### src/rtl/fbp_pkg.sv
package fbp_pkg;
  typedef enum logic [3:0] {
    S_IDLE, S_SETUP, S_POLL, S_CNT, S_DGET, S_DWR, S_CONF, S_CLR
  } fbp_state_e;

  typedef enum logic [1:0] {
    RES_OK      = 2'd0,
    RES_REJECT  = 2'd1,
    RES_TIMEOUT = 2'd2,
    RES_DEVERR  = 2'd3
  } fbp_res_e;

  localparam logic [7:0] CMD_SETUP   = 8'hE8;
  localparam logic [7:0] CMD_CONFIRM = 8'hD0;
  localparam logic [7:0] CMD_CLRSTAT = 8'h50;
  localparam int unsigned LANE_W     = 16;
  localparam int unsigned RDY_BIT    = 7;
  localparam int unsigned ERR_BIT_A  = 4;
  localparam int unsigned ERR_BIT_B  = 5;
endpackage

### src/rtl/fbp_range_chk.sv
module fbp_range_chk #(
  parameter int unsigned AW    = 24,
  parameter int unsigned WIN_W = 4,
  parameter int unsigned BLK_W = 16
) (
  input  logic [AW-BLK_W-1:0] blk_hi_i,
  input  logic [AW-BLK_W-1:0] start_hi_i,
  input  logic [WIN_W-1:0]    start_lo_i,
  input  logic [WIN_W-1:0]    count_i,
  output logic                reject_o
);
  logic [WIN_W:0] end_off;

  // carry out of the window offset means the run leaves the aligned window
  assign end_off  = {1'b0, start_lo_i} + {1'b0, count_i};
  assign reject_o = end_off[WIN_W] | (blk_hi_i != start_hi_i);
endmodule

### src/rtl/fbp_poll_cnt.sv
module fbp_poll_cnt #(
  parameter int unsigned POLL_MAX = 1024
) (
  input  logic clk_i,
  input  logic rst_ni,
  input  logic clr_i,
  input  logic inc_i,
  output logic last_o
);
  localparam int unsigned PW = $clog2(POLL_MAX + 1);

  logic [PW-1:0] cnt_q;

  always_ff @(posedge clk_i or negedge rst_ni) begin
    if (!rst_ni)    cnt_q <= '0;
    else if (clr_i) cnt_q <= '0;
    else if (inc_i) cnt_q <= cnt_q + 1'b1;
  end

  // high while the read in flight is the POLL_MAX-th
  assign last_o = (cnt_q == PW'(POLL_MAX - 1));
endmodule

### src/rtl/fbp_lane_ops.sv
module fbp_lane_ops #(
  parameter int unsigned LANES = 2
) (
  input  logic [fbp_pkg::LANE_W-1:0]       lane_val_i,
  output logic [fbp_pkg::LANE_W*LANES-1:0] bus_val_o,
  input  logic [fbp_pkg::LANE_W*LANES-1:0] stat_i,
  output logic                             ready_o,
  output logic                             err_o
);
  import fbp_pkg::*;

  logic [LANES-1:0] rdy;
  logic [LANES-1:0] er;
  logic             stat_unused;

  for (genvar l = 0; l < LANES; l++) begin : g_lane
    assign bus_val_o[l*LANE_W +: LANE_W] = lane_val_i;
    assign rdy[l] = stat_i[l*LANE_W + RDY_BIT];
    assign er[l]  = stat_i[l*LANE_W + ERR_BIT_A] | stat_i[l*LANE_W + ERR_BIT_B];
  end

  assign ready_o     = &rdy;
  assign err_o       = |er;
  assign stat_unused = ^stat_i;
endmodule

### src/rtl/fbp_seq.sv
module fbp_seq #(
  parameter int unsigned AW       = 24,
  parameter int unsigned WIN_W    = 4,
  parameter int unsigned BLK_W    = 16,
  parameter int unsigned LANES    = 2,
  parameter int unsigned POLL_MAX = 1024
) (
  input  logic                             clk_i,
  input  logic                             rst_ni,
  input  logic                             start_i,
  input  logic [AW-1:0]                    blk_addr_i,
  input  logic [AW-1:0]                    start_addr_i,
  input  logic [WIN_W-1:0]                 count_i,
  input  logic                             wdat_valid_i,
  input  logic [fbp_pkg::LANE_W*LANES-1:0] wdat_i,
  output logic                             wdat_ready_o,
  output logic                             bus_req_o,
  output logic                             bus_we_o,
  output logic [AW-1:0]                    bus_addr_o,
  output logic [fbp_pkg::LANE_W*LANES-1:0] bus_wdata_o,
  input  logic                             bus_ack_i,
  input  logic [fbp_pkg::LANE_W*LANES-1:0] bus_rdata_i,
  output logic                             busy_o,
  output logic                             done_o,
  output logic [1:0]                       err_code_o
);
  import fbp_pkg::*;

  localparam int unsigned DW = LANE_W * LANES;

  fbp_state_e          state_q, state_d;
  logic [AW-1:0]       blk_q, addr_q;
  logic [WIN_W-1:0]    cnt_q, rem_q;
  logic [DW-1:0]       data_q;
  logic                done_q;
  fbp_res_e            code_q;

  logic                reject;
  logic                xfer;
  logic                poll_clr, poll_inc, poll_last;
  logic [LANE_W-1:0]   lane_val;
  logic [DW-1:0]       mirrored;
  logic                stat_ready, stat_err;

  fbp_range_chk #(.AW(AW), .WIN_W(WIN_W), .BLK_W(BLK_W)) u_range (
    .blk_hi_i   (blk_addr_i[AW-1:BLK_W]),
    .start_hi_i (start_addr_i[AW-1:BLK_W]),
    .start_lo_i (start_addr_i[WIN_W-1:0]),
    .count_i    (count_i),
    .reject_o   (reject)
  );

  fbp_poll_cnt #(.POLL_MAX(POLL_MAX)) u_poll (
    .clk_i  (clk_i),
    .rst_ni (rst_ni),
    .clr_i  (poll_clr),
    .inc_i  (poll_inc),
    .last_o (poll_last)
  );

  fbp_lane_ops #(.LANES(LANES)) u_lanes (
    .lane_val_i (lane_val),
    .bus_val_o  (mirrored),
    .stat_i     (bus_rdata_i),
    .ready_o    (stat_ready),
    .err_o      (stat_err)
  );

  assign xfer = bus_req_o & bus_ack_i;

  always_comb begin
    unique case (state_q)
      S_SETUP: lane_val = LANE_W'(CMD_SETUP);
      S_CNT:   lane_val = LANE_W'(cnt_q);
      S_CONF:  lane_val = LANE_W'(CMD_CONFIRM);
      S_CLR:   lane_val = LANE_W'(CMD_CLRSTAT);
      default: lane_val = '0;
    endcase
  end

  always_comb begin
    bus_req_o = 1'b0;
    bus_we_o  = 1'b1;
    unique case (state_q)
      S_SETUP, S_CNT, S_DWR, S_CONF, S_CLR: bus_req_o = 1'b1;
      S_POLL: begin bus_req_o = 1'b1; bus_we_o = 1'b0; end
      default: ;
    endcase
  end

  assign bus_addr_o   = (state_q == S_DWR) ? addr_q : blk_q;
  assign bus_wdata_o  = (state_q == S_DWR) ? data_q :
                        (state_q == S_POLL) ? '0 : mirrored;
  assign wdat_ready_o = (state_q == S_DGET);
  assign busy_o       = (state_q != S_IDLE);
  assign done_o       = done_q;
  assign err_code_o   = code_q;

  assign poll_clr = (state_q == S_IDLE);
  assign poll_inc = (state_q == S_POLL) & xfer & ~stat_ready;

  always_comb begin
    state_d = state_q;
    unique case (state_q)
      S_IDLE:  if (start_i && !reject) state_d = S_SETUP;
      S_SETUP: if (xfer) state_d = S_POLL;
      S_POLL:  if (xfer) begin
                 if (stat_ready)     state_d = stat_err ? S_CLR : S_CNT;
                 else if (poll_last) state_d = S_IDLE;
                 else                state_d = S_SETUP;
               end
      S_CNT:   if (xfer) state_d = S_DGET;
      S_DGET:  if (wdat_valid_i) state_d = S_DWR;
      S_DWR:   if (xfer) state_d = (rem_q == '0) ? S_CONF : S_DGET;
      S_CONF:  if (xfer) state_d = S_IDLE;
      S_CLR:   if (xfer) state_d = S_IDLE;
      default: state_d = S_IDLE;
    endcase
  end

  always_ff @(posedge clk_i or negedge rst_ni) begin
    if (!rst_ni) begin
      state_q <= S_IDLE;
      blk_q   <= '0;
      addr_q  <= '0;
      cnt_q   <= '0;
      rem_q   <= '0;
      data_q  <= '0;
      done_q  <= 1'b0;
      code_q  <= RES_OK;
    end else begin
      state_q <= state_d;
      done_q  <= 1'b0;
      unique case (state_q)
        S_IDLE: if (start_i) begin
          if (reject) begin
            done_q <= 1'b1;
            code_q <= RES_REJECT;
          end else begin
            blk_q  <= blk_addr_i;
            addr_q <= start_addr_i;
            cnt_q  <= count_i;
            rem_q  <= count_i;
          end
        end
        S_POLL: if (xfer && !stat_ready && poll_last) begin
          done_q <= 1'b1;
          code_q <= RES_TIMEOUT;
        end
        S_DGET: if (wdat_valid_i) data_q <= wdat_i;
        S_DWR: if (xfer && rem_q != '0) begin
          rem_q  <= rem_q - 1'b1;
          addr_q <= addr_q + 1'b1;
        end
        S_CONF: if (xfer) begin
          done_q <= 1'b1;
          code_q <= RES_OK;
        end
        S_CLR: if (xfer) begin
          done_q <= 1'b1;
          code_q <= RES_DEVERR;
        end
        default: ;
      endcase
    end
  end
endmodule

### config.mk
export PLATFORM = sky130hd
export DESIGN_NAME = fbp_seq
export DESIGN_NICKNAME = d
export VERILOG_FILES = /design/src/rtl/fbp_pkg.sv /design/src/rtl/fbp_range_chk.sv /design/src/rtl/fbp_poll_cnt.sv /design/src/rtl/fbp_lane_ops.sv /design/src/rtl/fbp_seq.sv
export SDC_FILE = /design/constraint.sdc
export NUM_CORES = 1
export LEC_CHECK = 0
export BUFFER_PORTS_ARGS = -buffer_cell sky130_fd_sc_hd__clkbuf_2
export CELL_PAD_IN_SITES_DETAIL_PLACEMENT = 1
export CELL_PAD_IN_SITES_GLOBAL_PLACEMENT = 1
export CORE_MARGIN = 5
export CORE_UTILIZATION = 38
export DETAILED_ROUTE_END_ITERATION = 8
export GPL_TIMING_DRIVEN = 0
export PLACE_DENSITY_LB_ADDON = 0.1
export SLEW_MARGIN = 20
export SYNTH_ARGS = -nofsm -noshare
export SYNTH_HDL_FRONTEND = slang
export SYNTH_SLANG_ARGS = --single-unit
### constraint.sdc
create_clock -name clk_i -period 2.2 [get_ports clk_i]
set_input_delay 0.33 -clock clk_i [delete_from_list [all_inputs] [get_ports clk_i]]
set_output_delay 0.33 -clock clk_i [all_outputs]
set_load 0.005 [all_outputs]
# [Word level (Yosys, flattened, before mapping)]
# Index checks and enable logic that the tools add are counted.
[totals] input_bits=121 out_inout_bits=63 word_cells=105 regBits=106
[op_classes] bitwise=8 n_reduce_logical=22 n_addsub=4 n_mux=39 n_eq_ne=23
[op_table] op="$mux 24" count=4
[op_table] op="$mux 32" count=2
[op_table] op="$pmux 24 s2" count=1
[op_table] op="$mux 4" count=10
[op_table] op="$pmux 8 s4" count=1
[op_table] op="$pmux 4 s7" count=1
[op_table] op="$add 24x1->24 const B" count=1
[op_table] op="$mux 11" count=2
[op_table] op="$ne 2x2->1 const B" count=10
[op_table] op="$eq 4x3->1 const B" count=4
[op_table] op="$mux 2" count=6
[op_table] op="$reduce_bool 4->1" count=3
[op_table] op="$add 11x1->11 const B" count=1
[op_table] op="$eq 11x10->1 const B" count=1
[op_table] op="$eq 4x2->1 const B" count=2
[op_table] op="$logic_not 4->1" count=2
[op_table] op="$ne 2x1->1 const B" count=4
[op_table] op="$ne 8x8->1" count=1
[op_table] op="$pmux 2 s4" count=1
[op_table] op="$pmux 4 s2" count=1
[op_table] op="$mux 1" count=7
[op_table] op="$reduce_and 7->1" count=1
[op_table] op="$mux 3" count=2
[op_table] op="$reduce_and 6->1" count=1
[op_table] op="15 further kinds" count=27

# [Logic depth before layout (Yosys ltp)]
[depth] word_depth=8 depth_mapped=9

# [Hierarchy]
# Synthesis repeated with hierarchy kept, for this count alone.
[unflattened] cells_unflattened=667 hier_area_um2=5949.5
[by_module_without_submodules] mod="fbp_seq" cells_per_inst=559 area_each_um2=4992.3 n_inst=1
[by_module_without_submodules] mod="fbp_poll_cnt" cells_per_inst=56 area_each_um2=555.5 n_inst=1
[by_module_without_submodules] mod="fbp_lane_ops" cells_per_inst=34 area_each_um2=254.0 n_inst=1
[by_module_without_submodules] mod="fbp_range_chk" cells_per_inst=18 area_each_um2=147.6 n_inst=1

# [Worst setup path after synthesis]
# Ideal clock, no wire load.
[synth_path] path_kind="input to register" start="input start_addr_i[3]" end="register rem_q[1]" setup_slack_ns=0.169 path_stages=8 required_ns=2.073 arrival_time_ns=1.904 n_path_buf=1 path_cell_list="ha_1 -> a21oi_1 -> nand2_1 -> or4_4 -> o21a_1 -> buf_2 -> a211oi_1 -> a21oi_1"
[synth_via] elab_chain_len=4
[synth_lines] element="from (decl)" line="fbp_seq.sv:12" text="input logic [AW-1:0] start_addr_i,"
[synth_lines] element="$add 4x4->5" line="fbp_range_chk.sv:15" text="assign end_off = {1'b0, start_lo_i} + {1'b0, count_i};"
[synth_lines] element="$or 1x1->1" line="fbp_range_chk.sv:16" text="assign reject_o = end_off[WIN_W] | (blk_hi_i != start_hi_i);"
[synth_lines] element="$ne 2x2->1 (no line)"
[synth_lines] element="$reduce_and 4->1 (no line)"
[synth_lines] element="to (signal assigned)" line="fbp_seq.sv:143" text="rem_q <= count_i;"
[synth_lines] element="to (signal assigned)" line="fbp_seq.sv:152" text="rem_q <= rem_q - 1'b1;"
[synth_lines] element="to (decl)" line="fbp_seq.sv:33" text="logic [WIN_W-1:0] cnt_q, rem_q;"
# No other way between the ends.
# A chain may end at the register's enable or synchronous reset.

# [Worst setup path after layout]
[layout_path] start="register state_q[1]" end="register data_q[29]"
[layout_via] elab_chain_len=2
[layout_lines] element="from (decl)" line="fbp_seq.sv:31" text="fbp_state_e state_q, state_d;"
[layout_lines] element="from (signal assigned)" line="fbp_seq.sv:132" text="state_q <= state_d;"
[layout_lines] element="$eq 4x3->1" line="fbp_seq.sv:134" text="unique case (state_q)"
[layout_lines] element="$reduce_and 2->1 (no line)"
[layout_lines] element="to (signal assigned)" line="fbp_seq.sv:150" text="S_DGET: if (wdat_valid_i) data_q <= wdat_i;"
[layout_lines] element="to (decl)" line="fbp_seq.sv:34" text="logic [DW-1:0] data_q;"
# No other way between the ends.

==> impl_metrics.ini <==
[floorplanning]
chipWidth_um = 131
io_pins = 184
die_h_um = 131
die-area_um2 = 17200
rows = 44
core_area_um2 = 14500
start_util_pct = 38.6

[cts]
clock-root-buffer = clkbuf_16
clk_path_buf_depth = 2
cts_tree = built
path_clk_slew_ns = 0.08
htreeDepth = 3
cts.sinks = 105
cts_buffers = 9
clk_latency_ns = 0.36

[global_route]
overflow = 0
antenna_found_initial = 0
track_usage_pct = 20.7
grt_max_degree = 80
grt_pass1_vias = 5735
grt_pass1_wl_mm = 29.4

[sta]
maxSlewViolCount = 0
fmax_mhz = 473
max_slew_margin_pct = 61.9
worst_slew_pin_slew_ns = 0.572
timing.final.crit_period_ns = 2.11
hold_viol = 0
fin_crit_sh_pct = 96.1
setup_viol = 0
worst_clock_skew_ns = 0.00962

[synthesis]
syn_area_um2 = 5590
synth-seq-cells = 105
synth-edff-count = 0
ys.flop_type = dfrtp_1
synth_cells = 598
synth-seq-area-share_pct = 47.0
synth_top_cell_area_share_pct = 47.0
synth_common_cells = nand2_1, dfrtp_1, mux2_2
synth.most_common_cell = nand2_1
yosys_warnings = 0
ys_async_sr_fraction_pct = 100
avgSynthCellArea_um2 = 9.35
syn_nets = 725
ys_types = 55
yosys-top-cells-area = dfrtp_1, mux2_2, nand2_1
post-synth-top-area-cell = dfrtp_1

[placed_design]
post-dp-hpwl_mm = 13.5
routabilityCongestion = 0.824
io_buffers = 156
placed_cells = 939

[power]
p_per_area_nw_per_um2 = 1070
ir_drop_mv = 0.600
p_leak_nw = 3.45

[route]
drt-total-wl_mm = 17.6
wl_per_cell_um = 18.4
num_vias = 5089
dr.first_iter.drc_count = 169
firstDrtPassIters = 4
viasPerCell = 5.31
drc = 0
ant_nets = 0

[hold_path]
min_path_type = input port to flip-flop
holdPathStages = 3

[finish]
final_util_pct = 49.4
fin_cells = 958
layout-drive-gt1-share_pct = 37.3
syn_to_final_growth_pct = 27.8
nets = 896
diodes = 0

[critical_path]
cp-end-kind = flip-flop
critPathKind = flip-flop to flip-flop
cp_cell_sequence = or2_2 -> nor2_1 -> and2_1 -> clkbuf_4 -> buf_4 -> mux2_2
cp.arrival_ns = 2.36
path_buf_inv = 2
start_kind = flip-flop
critPathMaxStageDelay_ns = 0.45
r2r_cells = 6
critPathRequiredTime_ns = 2.44
path_delay_family = simple AND/OR/NAND/NOR gates
critPathSlowestCell = dfrtp_2
path_depth = 6
cp_max_fo = 10

[status]
status = finished, final reports clean

[run]
cap_violations = 0
-- path summary, 6_finish.rpt --
| kind | to | startpoint | slack [ns] |
|---|---|---|---|
| max in group asynchronous | state_q[2] | rst_ni | 1.08 |
| hold reg to reg | blk_q[1] | blk_q[1] | 0.49 |
| setup reg to reg | data_q[29] | state_q[1] | 0.09 |
| hold / removal | data_q[5] | wdat_i[5] | 0.17 |
| setup / recovery | data_q[29] | state_q[1] | 0.09 |
| min in group asynchronous | blk_q[5] | rst_ni | 0.42 |
-- area by class of cell --
| cell class | count | area, µm² |
|---|---|---|
| clock buffers | 10 | 229 |
| flip-flops and latches | 105 | 2630 |
| repair buffers | 163 | 865 |
| inverters | 15 | 56.3 |
| well taps | 184 | 230 |
| multi-input cells | 438 | 2790 |
| clock inverters | 6 | 82.6 |
| plain buffers | 37 | 263 |
| fillers | 1734 | 7330 |
-- metal layers --
layer	part of all wire [%]	up-vias	GRT usage [%]	routed length, µm
met5	0	-	0	0
met4	2.6	0	7.14	451
met3	4.1	29	5.66	717
met2	51	117	36.7	9030
met1	42	2525	24.1	7450
li1	-	2418	-	-
-- cells in the final DEF, fill, tap and decap left out, types with 4 or more instances in the layout --
cell and instances:
a21oi_2 4, mux2_2 52, clkbuf_16 9, and3_1 6, a21boi_0 5, o2bb2a_1 4
o21a_1 4, buf_6 5, mux2i_1 4, ha_1 5, nand2_1 122, clkbuf_1 5
buf_4 13, clkbuf_4 5, inv_1 14, and2_1 19, nor2_1 22, xor2_1 7
nand4_1 8, buf_2 9, nand3_1 22, o21ai_0 24, or3_1 6, dfrtp_1 102
xnor2_1 9, o22ai_1 16, clkbuf_2 158, a21oi_1 51
-- registers in the layout, summed over array words and instances (netlist names) --
name and cells:
data_q 32, addr_q 24, blk_q 24, u_poll.cnt_q 11
cnt_q 4, rem_q 4, state_q 3, err_code_o 2
done_o 1
-- logic make-up after synthesis --
| logic type | Yosys count | synth area share [%] |
|---|---|---|
| and+or+nand+nor | 227 | 18.6 |
| AOI/OAI and AO/OA | 130 | 14.3 |
| DFF | 105 | 47.0 |
| muxes | 59 | 11.8 |
| buffers and inverters | 55 | 4.48 |
| xor gates and xnor gates | 16 | 2.51 |
| adders and majority gates | 6 | 1.34 |
-- power by group --
group          internal [W]  switching (W)  leakage, nW  total, W
combinational       0.00129        0.00156         1.98   0.00285
clock              0.000993       0.000752        0.152   0.00174
sequential          0.00256       0.000470         1.32   0.00303
total               0.00485        0.00278         3.45   0.00763
-- timing repair --
action	CTS	global route
gates resized for setup	40	30
setup endpoints to repair	105	96
hold buffers	1	0
pin swaps	1	1
setup buffers	3	2
endpoints found under the hold margin	26	0
-- per-stage QoR --
step	setup TNS (ns)	area (µm²)	worst slack (ns)	power, W	hold slack [ns]
global placement	-111.57	6600	-0.834	0.00556	0.475
finish	0	7150	0.0859	0.00763	0.172
CTS	-0.00263	7080	-0.00263	0.00764	0.158
detailed placement	-27.60	6640	-0.471	0.00572	0.239
floorplan	0	5590	0.169	0.00464	0.0344
global route	-0.0439	7150	-0.0326	0.00818	0.162
-- worst register-to-register path, cell delays in order, from the launching register on --
cell and delay [ns]:
dfrtp_2 0.45, or2_2 0.36, nor2_1 0.16, and2_1 0.19
clkbuf_4 0.23, buf_4 0.23, mux2_2 0.36
No activity file was read; power rests on OpenSTA's default activity.
